===== config.mk =====
export PLATFORM = sky130hd
export DESIGN_NAME = sqe_heartbeat_gen
export DESIGN_NICKNAME = d
export VERILOG_FILES = /design/src/rtl/sqe_pkg.sv /design/src/rtl/sqe_txen_edge.sv /design/src/rtl/sqe_seq.sv /design/src/rtl/sqe_heartbeat_gen.sv
export SDC_FILE = /design/constraint.sdc
export NUM_CORES = 1
export LEC_CHECK = 0
export CAP_MARGIN = 5
export CORE_AREA = 5 5 42 44
export CTS_CLUSTER_SIZE = 8
export DETAILED_ROUTE_END_ITERATION = 10
export DIE_AREA = 0 0 47 49
export DONT_BUFFER_PORTS = 1
export RECOVER_POWER = 100
export SLEW_MARGIN = 20
export SYNTH_ARGS = -nofsm -noshare
export SYNTH_HDL_FRONTEND = slang
export SYNTH_SLANG_ARGS = --single-unit

===== constraint.sdc =====
create_clock -name clk -period 4.05 [get_ports clk]
set_input_delay 0.405 -clock clk [delete_from_list [all_inputs] [get_ports clk]]
set_output_delay 0.405 -clock clk [all_outputs]
set_load 0.005 [all_outputs]

===== src/rtl/sqe_pkg.sv =====
package sqe_pkg;
  typedef enum logic [1:0] {
    HB_IDLE  = 2'd0,
    HB_DELAY = 2'd1,
    HB_PULSE = 2'd2
  } hb_state_t;

  // counter width able to hold values 0..max(a,b)
  function automatic int hb_cnt_width(input int a, input int b);
    int m;
    m = (a > b) ? a : b;
    return (m < 2) ? 1 : $clog2(m + 1);
  endfunction

  // heartbeat is allowed only for 10 Mb/s half duplex with no disable
  function automatic logic hb_allowed(input logic fdx, input logic fast,
                                      input logic off);
    return !fdx && !fast && !off;
  endfunction
endpackage


===== src/rtl/sqe_txen_edge.sv =====
module sqe_txen_edge (
  input  logic clk,
  input  logic rst_n,
  input  logic tx_en,
  output logic frame_end
);
  logic tx_q;

  always_ff @(posedge clk or negedge rst_n) begin
    if (!rst_n) tx_q <= 1'b0;
    else        tx_q <= tx_en;
  end

  assign frame_end = tx_q && !tx_en;
endmodule


===== src/rtl/sqe_seq.sv =====
module sqe_seq
  import sqe_pkg::*;
#(
  parameter int DELAY_TICKS = 10,
  parameter int PULSE_TICKS = 10
) (
  input  logic clk,
  input  logic rst_n,
  input  logic frame_end,
  input  logic tx_busy,
  input  logic hb_en,
  input  logic bit_tick,
  output logic in_delay,
  output logic in_pulse
);
  localparam int CW = hb_cnt_width(DELAY_TICKS, PULSE_TICKS);
  localparam logic [CW-1:0] LAST_D = CW'(DELAY_TICKS - 1);
  localparam logic [CW-1:0] LAST_P = CW'(PULSE_TICKS - 1);

  hb_state_t st, st_n;
  logic [CW-1:0] cnt, cnt_n;
  logic cancel, delay_done, pulse_done;

  assign cancel     = !hb_en || tx_busy;
  assign delay_done = (st == HB_DELAY) && bit_tick && (cnt == LAST_D);
  assign pulse_done = (st == HB_PULSE) && bit_tick && (cnt == LAST_P);

  always_comb begin
    st_n  = st;
    cnt_n = cnt;
    if (cancel) begin
      st_n  = HB_IDLE;
      cnt_n = '0;
    end else begin
      unique case (st)
        HB_IDLE:  if (frame_end) begin st_n = HB_DELAY; cnt_n = '0; end
        HB_DELAY: if (delay_done) begin st_n = HB_PULSE; cnt_n = '0; end
                  else if (bit_tick) cnt_n = cnt + 1'b1;
        HB_PULSE: if (pulse_done) begin st_n = HB_IDLE; cnt_n = '0; end
                  else if (bit_tick) cnt_n = cnt + 1'b1;
        default:  begin st_n = HB_IDLE; cnt_n = '0; end
      endcase
    end
  end

  always_ff @(posedge clk or negedge rst_n) begin
    if (!rst_n) begin
      st  <= HB_IDLE;
      cnt <= '0;
    end else begin
      st  <= st_n;
      cnt <= cnt_n;
    end
  end

  assign in_delay = (st == HB_DELAY);
  assign in_pulse = (st == HB_PULSE);


  frame_end_starts_delay_chk: assert property (@(posedge clk) disable iff (!rst_n)
    (frame_end && hb_en) |=> in_delay);

  pulse_follows_delay_chk: assert property (@(posedge clk) disable iff (!rst_n)
    $rose(in_pulse) |-> $past(in_delay));

  pulse_cnt_range_chk: assert property (@(posedge clk) disable iff (!rst_n)
    in_pulse |-> (cnt <= LAST_P));

  no_tick_hold_chk: assert property (@(posedge clk) disable iff (!rst_n)
    (!bit_tick && !cancel && (in_delay || in_pulse)) |=> $stable(cnt) && $stable(st));

  busy_cancels_chk: assert property (@(posedge clk) disable iff (!rst_n)
    tx_busy |=> (!in_delay && !in_pulse));
endmodule


===== src/rtl/sqe_heartbeat_gen.sv =====
module sqe_heartbeat_gen
  import sqe_pkg::*;
#(
  parameter int DELAY_TICKS = 10,
  parameter int PULSE_TICKS = 10
) (
  input  logic clk,
  input  logic rst_n,
  input  logic tx_en,
  input  logic full_duplex,
  input  logic speed_100,
  input  logic hb_disable,
  input  logic bit_tick,
  output logic sqe_col_req
);
  logic frame_end, hb_en, in_delay, in_pulse;

  assign hb_en = hb_allowed(full_duplex, speed_100, hb_disable);

  sqe_txen_edge u_edge (
    .clk(clk), .rst_n(rst_n), .tx_en(tx_en), .frame_end(frame_end)
  );

  sqe_seq #(.DELAY_TICKS(DELAY_TICKS), .PULSE_TICKS(PULSE_TICKS)) u_seq (
    .clk(clk), .rst_n(rst_n), .frame_end(frame_end), .tx_busy(tx_en),
    .hb_en(hb_en), .bit_tick(bit_tick), .in_delay(in_delay), .in_pulse(in_pulse)
  );

  assign sqe_col_req = in_pulse;


  full_duplex_quiet_chk: assert property (@(posedge clk) disable iff (!rst_n)
    full_duplex |=> !sqe_col_req);

  fast_mode_quiet_chk: assert property (@(posedge clk) disable iff (!rst_n)
    speed_100 |=> !sqe_col_req);

  disabled_quiet_chk: assert property (@(posedge clk) disable iff (!rst_n)
    hb_disable |=> !sqe_col_req);

  always_comb begin
    reset_low_chk: assert (rst_n || !sqe_col_req);
  end
endmodule


### Word-level counts from Yosys, hierarchy flattened

Cells that the tools add are included.

| word-level totals | value |
|---|---|
| input port bits | 7 |
| bits in registers | 7 |

| cells by class | value |
|---|---|
| reductions and logical operators | 15 |
| eq/ne operators | 6 |
| $add $sub $neg | 1 |
| multiplexer cells | 11 |

Operators with widths:

| cell | count |
|---|---|
| 4-bit 2-to-1 mux | 5 |
| 4-bit one-hot mux with 3 select lines | 1 |
| 2-bit 2-to-1 mux | 4 |
| 1-bit logical AND | 7 |
| 3-bit by 1-bit != test with 1-bit output, second input constant | 2 |
| 2-bit one-hot mux with 3 select lines | 1 |
| 1-bit zero test | 5 |
| 4-bit by 1-bit adder with 4-bit output, second input constant | 1 |
| 4-bit equality test, second input constant | 1 |
| 3-bit by 2-bit != test with 1-bit output, second input constant | 1 |
| 3-bit AND reduction | 1 |
| 2-bit by 1-bit equality test with 1-bit output, second input constant | 1 |
| 2-bit equality test, second input constant | 1 |
| 2-bit zero test | 1 |
| 1-bit logical OR | 1 |

### Longest topological paths before layout

| logic depth | value |
|---|---|
| word-level depth | 7 |
| mapped depth | 6 |
| mapped depth without buffers | 6 |

### Cells and area by module

A second synthesis with hierarchy kept.

| unflattened totals | value |
|---|---|
| cells, all modules | 51 |
| area, all modules | 491.7 sq um |

Modules (own cells, without submodules):

| module | seq. area each (sq um) | area each (sq um) | times used | cells an instance |
|---|---|---|---|---|
| sqe_seq | 150.1 | 442.9 | 1 | 48 |
| sqe_txen_edge | 25.0 | 38.8 | 1 | 2 |
| sqe_heartbeat_gen | 0.0 | 10.0 | 1 | 1 |

### Least setup slack after synthesis

No wires, ideal clock.

| path | value |
|---|---|
| kind | input to register |
| start | input full_duplex |
| end | register u_seq.cnt[2] |
| arrival time | 1.373 ns |
| required time | 3.926 ns |
| stages | 5 |
| slack | 2.553 ns |
| library setup time | 0.124 ns |
| cell sequence | nor4_4 > and3b_1 > buf_6 > nor4_1 > a211o_1 |

| between the ends | value |
|---|---|
| longest elaborated chain between the ends | 6 |
| elaborated cells on any way between the ends | 7 |
| those cells by class | eq/ne: 1; mux: 1; reduce/logical: 5 |

Ends and longest elaborated chain:

| what | line | RTL |
|---|---|---|
| start: declaration | sqe_heartbeat_gen.sv:10 | `input logic full_duplex,` |
| 1-bit zero test * | sqe_pkg.sv:18 | `return !fdx && !fast && !off;` |
| 1-bit logical AND * (2 in series) | sqe_pkg.sv:18 |  |
| 1-bit zero test * | sqe_seq.sv:24 | `assign cancel = !hb_en \|\| tx_busy;` |
| 1-bit logical OR * | sqe_seq.sv:24 |  |
| 3-bit by 2-bit != test with 1-bit output (no line) or 4-bit 2-to-1 mux (tied branches) | n/a |  |
| end signal: assignment | sqe_seq.sv:52 | `cnt <= cnt_n;` |
| end: declaration | sqe_seq.sv:21 | `logic [CW-1:0] cnt, cnt_n;` |

Every way passes the cells marked *; elsewhere a longest branch is shown, timed or not.
A chain may end at the register's enable or synchronous reset.

### Worst setup path after layout

| path | value |
|---|---|
| start | register u_seq.st[0] |
| end | register u_seq.cnt[3] |

| between the ends | value |
|---|---|
| longest elaborated chain between the ends | 6 |
| elaborated cells on any way between the ends | 12 |
| those cells by class | eq/ne: 3; mux: 4; reduce/logical: 5 |

Ends and longest elaborated chain:

| what | line | RTL |
|---|---|---|
| start: declaration | sqe_seq.sv:20 | `hb_state_t st, st_n;` |
| start signal: assignment | sqe_seq.sv:51 | `st <= st_n;` |
| 2-bit equality test * | n/a |  |
| named net sqe_col_req | sqe_heartbeat_gen.sv:14 | `output logic sqe_col_req` |
| 1-bit logical AND (2 in series) | sqe_seq.sv:26 | `assign pulse_done = (st == HB_PULSE) && bit_tick && (cnt == LAST_P);` |
| 4-bit 2-to-1 mux | sqe_seq.sv:39 | `HB_PULSE: if (pulse_done) begin st_n = HB_IDLE; cnt_n = '0; end` |
| 4-bit one-hot mux with 3 select lines * | sqe_seq.sv:35 | `unique case (st)` |
| 4-bit 2-to-1 mux * | sqe_seq.sv:31 | `if (cancel) begin` |

Mark *: on every way through the listed nets, which the timed path passes. The rest lies on a longest branch.

==> impl_metrics.tcl <==
set metrics [dict create \
    place_congestion 0.679 \
    clockBufferDepth 2 \
    grt_max_degree 8 \
    drc_errors 0 \
    first_pass_iters 4 \
    cpMaxStageDelayCell "o2111ai_1" \
    setup_violations 0 \
    clk_pin_slew_worst_paths_ns 0.05 \
    synth_edf_count 0 \
    fin_tns_setup_ns 0 \
    status "finished clean" \
    num-nets-final 65 \
    ys_seq_area_frac 0.364 \
    dieArea_mm2 0.00230 \
    grtUsageTotal 0.0914 \
    synthCells 47 \
    skew_ns 0.00310 \
    powerDensity_mw_per_mm2 276 \
    syn-mean-instance-area_um2 10.2 \
    placementRows 14 \
    port_buffers 0 \
    synthesis.area_um2 482 \
    synth.ff_latch_count 7 \
    synth_ff_type "dfrtp_1" \
    start_util 0.344 \
    insertedDiodeCount 0 \
    layout-drive-gt1-share 0.0784 \
    async_flop_share 1.00 \
    critPathCaptureType "flop" \
    drv_slew 0 \
    worst-path-buf-inv 1 \
    cp_cell_sequence "inv_1, ha_1, o2111ai_1, nor4_1, a211o_1" \
    cp_data_required_time_ns 4.19 \
    fp.dieW_um 47 \
    worst-path-stages 5 \
    slowest_delay_ns 0.45 \
    numCtsBuffers 3 \
    start_kind "flop" \
    cp_data_arrival_time_ns 1.79 \
    final.period_utilization 0.408 \
    multi_input_area_um2 274 \
    hp-class "in2reg" \
    cts.sinks 7 \
    postCtsSetupBuffers 0 \
    drv_cap 0 \
    grt_setup_unrepaired "false" \
    placed_cells 62 \
    fillers 140 \
    coreArea_mm2 0.00140 \
    clk_latency_ns 0.26 \
    critPathKind "reg2reg" \
    seq_area_um2 175 \
    drt-wirelength-per-cell_um 13.0 \
    grt_antenna_before_repair 0 \
    ys_warn_count 0 \
    clock.fmax_mhz 606 \
    grt_pass1_wl_um 1420 \
    via_count 374 \
    crit_fanout 6 \
    syn_nets 60 \
    crit_family "compound AO/OA/AOI/OAI gates" \
    hpwlAfterDp_um 630 \
    fin_cells 67 \
    reg2reg_depth 5 \
    num_io_pins 8 \
    vias_per_cell 5.58 \
    fin_crit_ns 1.65 \
    holdPathStages 0 \
    first_global_vias 332 \
    drt-total-wl_um 872 \
    first_iter_violations 8 \
    cts_root_buf "clkbuf_4" \
    yosysUniqueCellTypes 22 \
    cts_tree "built" \
    relSlewSlack 0.687 \
    htree_num_levels 1 \
    leakagePower_nw 0.233 \
    overflow 0 \
    die_y_um 49 \
    final-hold-violation-count 0 \
    drtAntennaViolNets 0 \
    worst_pin_slew_ns 0.469 \
    syn_to_final_growth_pct 8.05 \
    max-vdd-ir-drop_v 0.000134 \
]
cell type report:
| cell class | instances | area share |
|---|---|---|
| tap | 16 | 0.0385 |
| clock buffer | 4 | 0.0505 |
| inverter | 4 | 0.0288 |
| multi-input combinational | 35 | 0.526 |
| sequential | 7 | 0.337 |
| timing repair buffer | 1 | 0.0192 |
state kept, by name (all words and copies together), names as in the netlist:
register,cells
u_seq.st,2
u_seq.cnt,4
u_edge.tx_q,1
timing repair:
action                                 4_1_cts  5_1_grt
gates resized for setup                      0        0
endpoints found under the hold margin        7        0
hold buffers                                 1        0
synthesized netlist by cell type (all sizes together), types with 2 or more instances:
library cell  count  area, um2
a211o             2       17.5
a22o              2       17.5
dfrtp             7        175
ha                6       75.1
inv               4       15.0
nand2             4       15.0
nor2              2       7.51
nor2b             2       12.5
nor4              3       33.8
o21ai             4       20.0
metal layers:
metal / GRT usage / part of all wire / up-vias
li1: - / - / 180
met4: 0.0829 / 0.045 / 0
met1: 0.125 / 0.48 / 170
met2: 0.0928 / 0.35 / 19
met5: 0 / 0 / -
met3: 0.0517 / 0.12 / 5
metrics by stage:
step	power [W]	hold slack [ns]	setup slack [ns]	instance area (um2)	utilization
floorplan	0.0000773	0.109	2.55	482	-
global placement	0.0000777	0.110	2.48	490	0.350
detailed placement	0.0000778	0.110	2.46	490	0.350
CTS	0.000148	0.166	2.51	527	0.376
global route	0.000156	0.146	2.28	520	0.371
finish	0.000144	0.177	2.40	520	0.371
report_power, final:
group	leakage [nW]	internal, W	switching (W)
sequential	0.0953	0.0000708	0.000000437
clock	0.0150	0.0000377	0.0000276
combinational	0.122	0.00000330	0.00000398
total	0.233	0.000112	0.0000320
final timing paths:
kind | start | to | slack (ns)
max in group asynchronous | rst_n | u_seq.cnt[2] | 3.29
max reg2reg | u_seq.st[0] | u_seq.cnt[3] | 2.40
max | u_seq.st[0] | u_seq.cnt[3] | 2.40
min in group asynchronous | rst_n | u_seq.cnt[1] | 0.49
min | tx_en | u_edge.tx_q | 0.18
min reg2reg | u_seq.st[0] | u_seq.st[0] | 0.54
cells by family (layout without fill, tap and decap cells):
| kind of cell | Yosys count | after routing | synth area share |
|---|---|---|---|
| adders and majority gates | 6 | 6 | 0.156 |
| and+or+nand+nor | 17 | 17 | 0.239 |
| AOI/OAI and AO/OA | 12 | 12 | 0.187 |
| buffers and inverters | 5 | 9 | 0.0545 |
| DFF | 7 | 7 | 0.364 |
cells in the final DEF, fill, tap and decap left out, drive strengths merged, types with 3 or more instances in the layout:
master	synthesis	final
dfrtp	7	7
ha	6	6
inv	4	4
o21ai	4	4
nand2	4	4
clkbuf	0	4
nor4	3	3
No activity file was read; power rests on OpenSTA's default activity.
